**config.mk**
```make
export PLATFORM = sky130hd
export DESIGN_NAME = tri_port_exchanger
export DESIGN_NICKNAME = d
export VERILOG_FILES = /design/src/rtl/tri_port_exchanger.sv
export SDC_FILE = /design/constraint.sdc
export NUM_CORES = 1
export LEC_CHECK = 0
export BUFFER_PORTS_ARGS = -buffer_cell sky130_fd_sc_hd__buf_4
export CORE_MARGIN = 1
export CORE_UTILIZATION = 25
export CTS_CLUSTER_SIZE = 24
export DETAILED_ROUTE_END_ITERATION = 6
export HOLD_SLACK_MARGIN = 0.06
export RECOVER_POWER = 100
export SYNTH_ARGS = -nofsm -noshare
export SYNTH_HDL_FRONTEND = slang
export SYNTH_SLANG_ARGS = --single-unit
```
**constraint.sdc**
```tcl
create_clock -name clk -period 2 [get_ports clk]
set_input_delay 0.3 -clock clk [delete_from_list [all_inputs] [get_ports clk]]
set_output_delay 0.3 -clock clk [all_outputs]
set_load 0.01 [all_outputs]
```
**src/rtl/tri_port_exchanger.sv**
```systemverilog
module tri_port_exchanger #(
  parameter int DATA_W = 16
) (
  input  logic              clk,
  input  logic              rst_n,
  input  logic [DATA_W-1:0] x_in,
  output logic [DATA_W-1:0] x_out,
  output logic [1:0]        x_oe,
  input  logic [DATA_W-1:0] y_in,
  output logic [DATA_W-1:0] y_out,
  output logic [1:0]        y_oe,
  input  logic [DATA_W-1:0] z_in,
  output logic [DATA_W-1:0] z_out,
  output logic [1:0]        z_oe,
  input  logic              le_xy,
  input  logic              le_xz,
  input  logic              le_yx,
  input  logic              le_zx,
  input  logic              path_even,
  input  logic              dir_tx,
  input  logic              oe_hi_n,
  input  logic              oe_lo_n
);
  localparam int NLAT = 4;

  logic [NLAT-1:0][DATA_W-1:0] lat_d, lat_q, held;
  logic [NLAT-1:0]             lat_en;
  logic [1:0]                  byte_on;

  // slot 0: X->Y, 1: X->Z, 2: Y->X, 3: Z->X
  assign lat_d  = {z_in, y_in, x_in, x_in};
  assign lat_en = {le_zx, le_yx, le_xz, le_xy};

  for (genvar i = 0; i < NLAT; i++) begin : g_lat
    always_ff @(posedge clk or negedge rst_n) begin
      if (!rst_n)         held[i] <= '0;
      else if (lat_en[i]) held[i] <= lat_d[i];
    end
    assign lat_q[i] = lat_en[i] ? lat_d[i] : held[i];
  end

  assign y_out = lat_q[0];
  assign z_out = lat_q[1];
  assign x_out = path_even ? lat_q[2] : lat_q[3];

  assign byte_on = {~oe_hi_n, ~oe_lo_n};
  assign x_oe    = {2{~dir_tx}} & byte_on;
  assign y_oe    = {2{dir_tx & path_even}} & byte_on;
  assign z_oe    = {2{dir_tx & ~path_even}} & byte_on;
endmodule


```
==> qor.log <==
[clock_network] CTS clock-pin slew for the worst setup and hold paths 0.05 ns
[yosys] Mapped Nets 250
[sta] min cycle time layout 1.75 ns
[sta] Worst Max-Slew Pin Slew 1.60 ns
[route] detailed-routing iteration count for the pre-antenna-repair pass 3
[cells_and_area] signed area change from the synthesized netlist to the final layout 23.4%
[critical_path] Critical Path Sink Type output port
[yosys] number of enable flip-flop cells after synthesis 0
[yosys] Avg Inst Size Synth 15.4 µm²
[yosys] leading post-synthesis cells by instance count sky130_fd_sc_hd__dfrtp_1, sky130_fd_sc_hd__mux2_2, sky130_fd_sc_hd__buf_4
[min_path] end point of the worst hold path held[46]
[die] area of the die 0.0122 mm²
[die] core region area 0.0115 mm²
[cells_and_area] number of flip-flops under the largest register name 64
[critical_path] library cell appearing most often on the critical path sky130_fd_sc_hd__mux2_1
[placed_design] Cells after DPL 404
[cells_and_area] register cell area after layout 0.00160 mm²
[min_path] depth of the worst hold-timing path 2
[sta] final-layout setup total negative slack 0 ns
[critical_path] capturing point of the worst reg2reg path held[16]
[die] Initial Util 0.257
[cells_and_area] number of non-filler instances in the completed layout 420
[cells_and_area] area of the multi-input gates 941 µm²
[placed_design] final estimated routing congestion in global placement 0.648
[yosys] Post-Synthesis Cells 192
[yosys] cell type with the largest total area after synthesis sky130_fd_sc_hd__dfrtp_1
[die] Vert. Die Dim 111 µm
[clock_network] Hold Buf Count CTS 0
[cells_and_area] net total in the final layout 330
[sta] peak clock frequency supported by timing 571 MHz
[power_and_ir_drop] proportion of power drawn by flip-flops and latches 0.425
[critical_path] Worst Path Max Fanout 2
[critical_path] cells along the critical path mux2_1, mux2_1, buf_4
[global_route] number of antenna violations at the first check in global routing 0
[sta] setup repair after global routing missed its margin no
[sta] hold violation count in the final report 0
[route] DR DRC count 0
[flow_run] Max Cap Violations 1
[outcome] violations in the final reports capacitance limit, slew limit
[power_and_ir_drop] largest vdd supply drop 0.000529 V
[power_and_ir_drop] Internal Pwr Total 2.60 mW
[sta] Period Utilization, post-route 0.875
[yosys] most frequent cell after synthesis sky130_fd_sc_hd__dfrtp_1
[clock_network] clock tree from TritonCTS yes
[cells_and_area] top flop regs held (64)
[route] total wirelength of the detailed-routed design 5780 µm
[yosys] register bit count reported by yosys 64
[placed_design] IO buf count 111
[cells_and_area] filler instances 1196
[global_route] vias in the first global route 1828
[global_route] wire length of the first global-routing pass 9570 µm
[min_path] class of the tightest hold or removal check primary input to flop
[sta] max-slew violation total from the final report 65
[power_and_ir_drop] switching component of the power 0.814 mW
[route] total number of vias 1710
[cells_and_area] layout cell share with drive strength beyond 1 0.401
[cells_and_area] number of antenna cells inserted 0
[clock_network] number of clock sinks 64
[route] average via count per standard cell 4.07
[route] DRT iter0 DRCs 29
[critical_path] startpoint types flop
[yosys] Most used DFF post-synth sky130_fd_sc_hd__dfrtp_1
[yosys] fraction of the yosys area taken by sequential cells 0.543
[critical_path] type of the worst setup path flop to output port
[clock_network] total CTS buffers 9
[route] routed wire length per instance 13.8 µm
[sta] Worst slew margin -0.0677
[power_and_ir_drop] P_leak 1.58 nW
[yosys] Async SR Flop Fraction 1.00
[clock_network] clock latency of the later-clocked register in the worst-skew pair 0.32 ns
[clock_network] post_cts resized 0
[yosys] area share of the largest cell type after synthesis 0.543
[critical_path] Worst Reg2Reg Path Length in Cells 1
[global_route] remaining global-route overflow 0
[sta] Finish-stage setup viols 0
[clock_network] number of buffers on the longest clock path 2
[power_and_ir_drop] part of the total power dissipated in combinational logic 0.145
[power_and_ir_drop] clock share of power 0.429
[power_and_ir_drop] cell area power density 938 mW/mm²
[critical_path] data arrival time of the worst path 1.45 ns
[power_and_ir_drop] share of total power consumed by net switching 0.238
[yosys] Yosys cell types 12
[global_route] largest net degree at the start of global routing 65
[clock_network] number of buffers inserted by post-CTS setup repair 0
[cells_and_area] Reg with most FFs held
[yosys] Cell Area, Synth 0.00295 mm²
[clock_network] H-tree depth 3
[outcome] result of the run finished, violations left
[die] Rows 39
[yosys] total number of yosys warnings 0
[critical_path] required time of the critical path 1.70 ns
[die] Top-Level Pins 112
[clock_network] clock root cell sky130_fd_sc_hd__clkbuf_16
[critical_path] crit-path max cell delay 0.36 ns
[min_path] hold path startpoint y_in[14]
[global_route] Total GRT Usage 0.103
[critical_path] worst flop-to-flop path startpoint held[16]
[yosys] ranking of synthesized cells by area sky130_fd_sc_hd__dfrtp_1, sky130_fd_sc_hd__mux2_2, sky130_fd_sc_hd__mux2_4, sky130_fd_sc_hd__buf_4, sky130_fd_sc_hd__mux2_1
[die] overall die width 111 µm
[critical_path] setup slack of the worst register-to-register path 1.20 ns
[route] ANT nets after route 0
[critical_path] cell with the largest stage delay on the worst path sky130_fd_sc_hd__dfrtp_1
[sta] Worst Clk Skew 0 ns
-- layout make-up --
cell class	count	share of cell area
multi-input combinational	86	0.259
sequential	64	0.440
tap	143	0.0492
clock buffer	13	0.0743
timing repair buffer	111	0.174
clock inverter	3	0.00413
-- through the flow --
| step | utilization | power (mW) | cell area [µm²] | worst slack (ns) | hold WS (ns) |
|---|---|---|---|---|---|
| 6_report | 0.317 | 3.42 | 3640 | 0.250 | 0.212 |
| 5_1_grt | 0.317 | 3.59 | 3640 | 0.194 | 0.199 |
| 4_1_cts | 0.341 | 3.63 | 3920 | 0.297 | 0.100 |
| 3_5_place_dp | 0.317 | 2.12 | 3630 | 0.311 | 0.453 |
| 3_3_place_gp | 0.317 | 2.10 | 3630 | 0.327 | 0.439 |
| 2_1_floorplan | - | 1.88 | 2950 | 0.536 | 0.00441 |
-- layer usage --
layer	part of all wire	GRT usage	vias up
li1	-	-	788
met4	0.016	0.0453	0
met1	0.44	0.127	844
met5	0	0	-
met3	0.074	0.0439	8
met2	0.47	0.155	70
-- logic make-up after synthesis --
logic type / after synthesis / share of synthesized area
buffers and inverters: 42 / 0.112
DFF: 64 / 0.543
and+or+nand+nor: 6 / 0.0136
muxes: 80 / 0.331
-- layout by cell type (no fill, tap or decap) --
master / instances
sky130_fd_sc_hd__clkbuf_2: 2
sky130_fd_sc_hd__and3b_1: 2
sky130_fd_sc_hd__dfrtp_1: 64
sky130_fd_sc_hd__clkinv_2: 3
sky130_fd_sc_hd__mux2_2: 37
sky130_fd_sc_hd__clkbuf_1: 53
sky130_fd_sc_hd__buf_4: 57
sky130_fd_sc_hd__nor3b_1: 2
sky130_fd_sc_hd__mux2_1: 43
sky130_fd_sc_hd__nor2_1: 2
sky130_fd_sc_hd__clkbuf_16: 9
sky130_fd_sc_hd__clkbuf_8: 3
-- power by group through the flow --
stage | Sequential, mW | Clock [mW] | Combinational (mW)
4_1_cts | 1.46 | 1.53 | 0.641
5_1_grt | 1.46 | 1.58 | 0.550
6_report | 1.45 | 1.47 | 0.497
3_3_place_gp | 1.47 | 0 | 0.629
3_5_place_dp | 1.48 | 0 | 0.640
2_1_floorplan | 1.47 | 0 | 0.418
-- critical path, delay by kind of cell, from the launching register on --
| kind | cells | cell delay (ns) |
|---|---|---|
| mux | 2 | 0.62 |
| flops | 1 | 0.36 |
| buf+inv | 1 | 0.15 |
-- worst max-delay path by stage --
stage / from / to / slack (ns) / cells after the start
6_report: held[42] / x_out[10] / 0.25 / 3
5_1_grt: held[42] / x_out[10] / 0.19 / 3
3_3_place_gp: le_yx / x_out[2] / 0.33 / 4
4_1_cts: held[40] / x_out[8] / 0.30 / 3
3_5_place_dp: le_yx / x_out[2] / 0.31 / 4
2_1_floorplan: le_xy / y_out[10] / 0.54 / 4
Power figures use the tool's default switching activity.
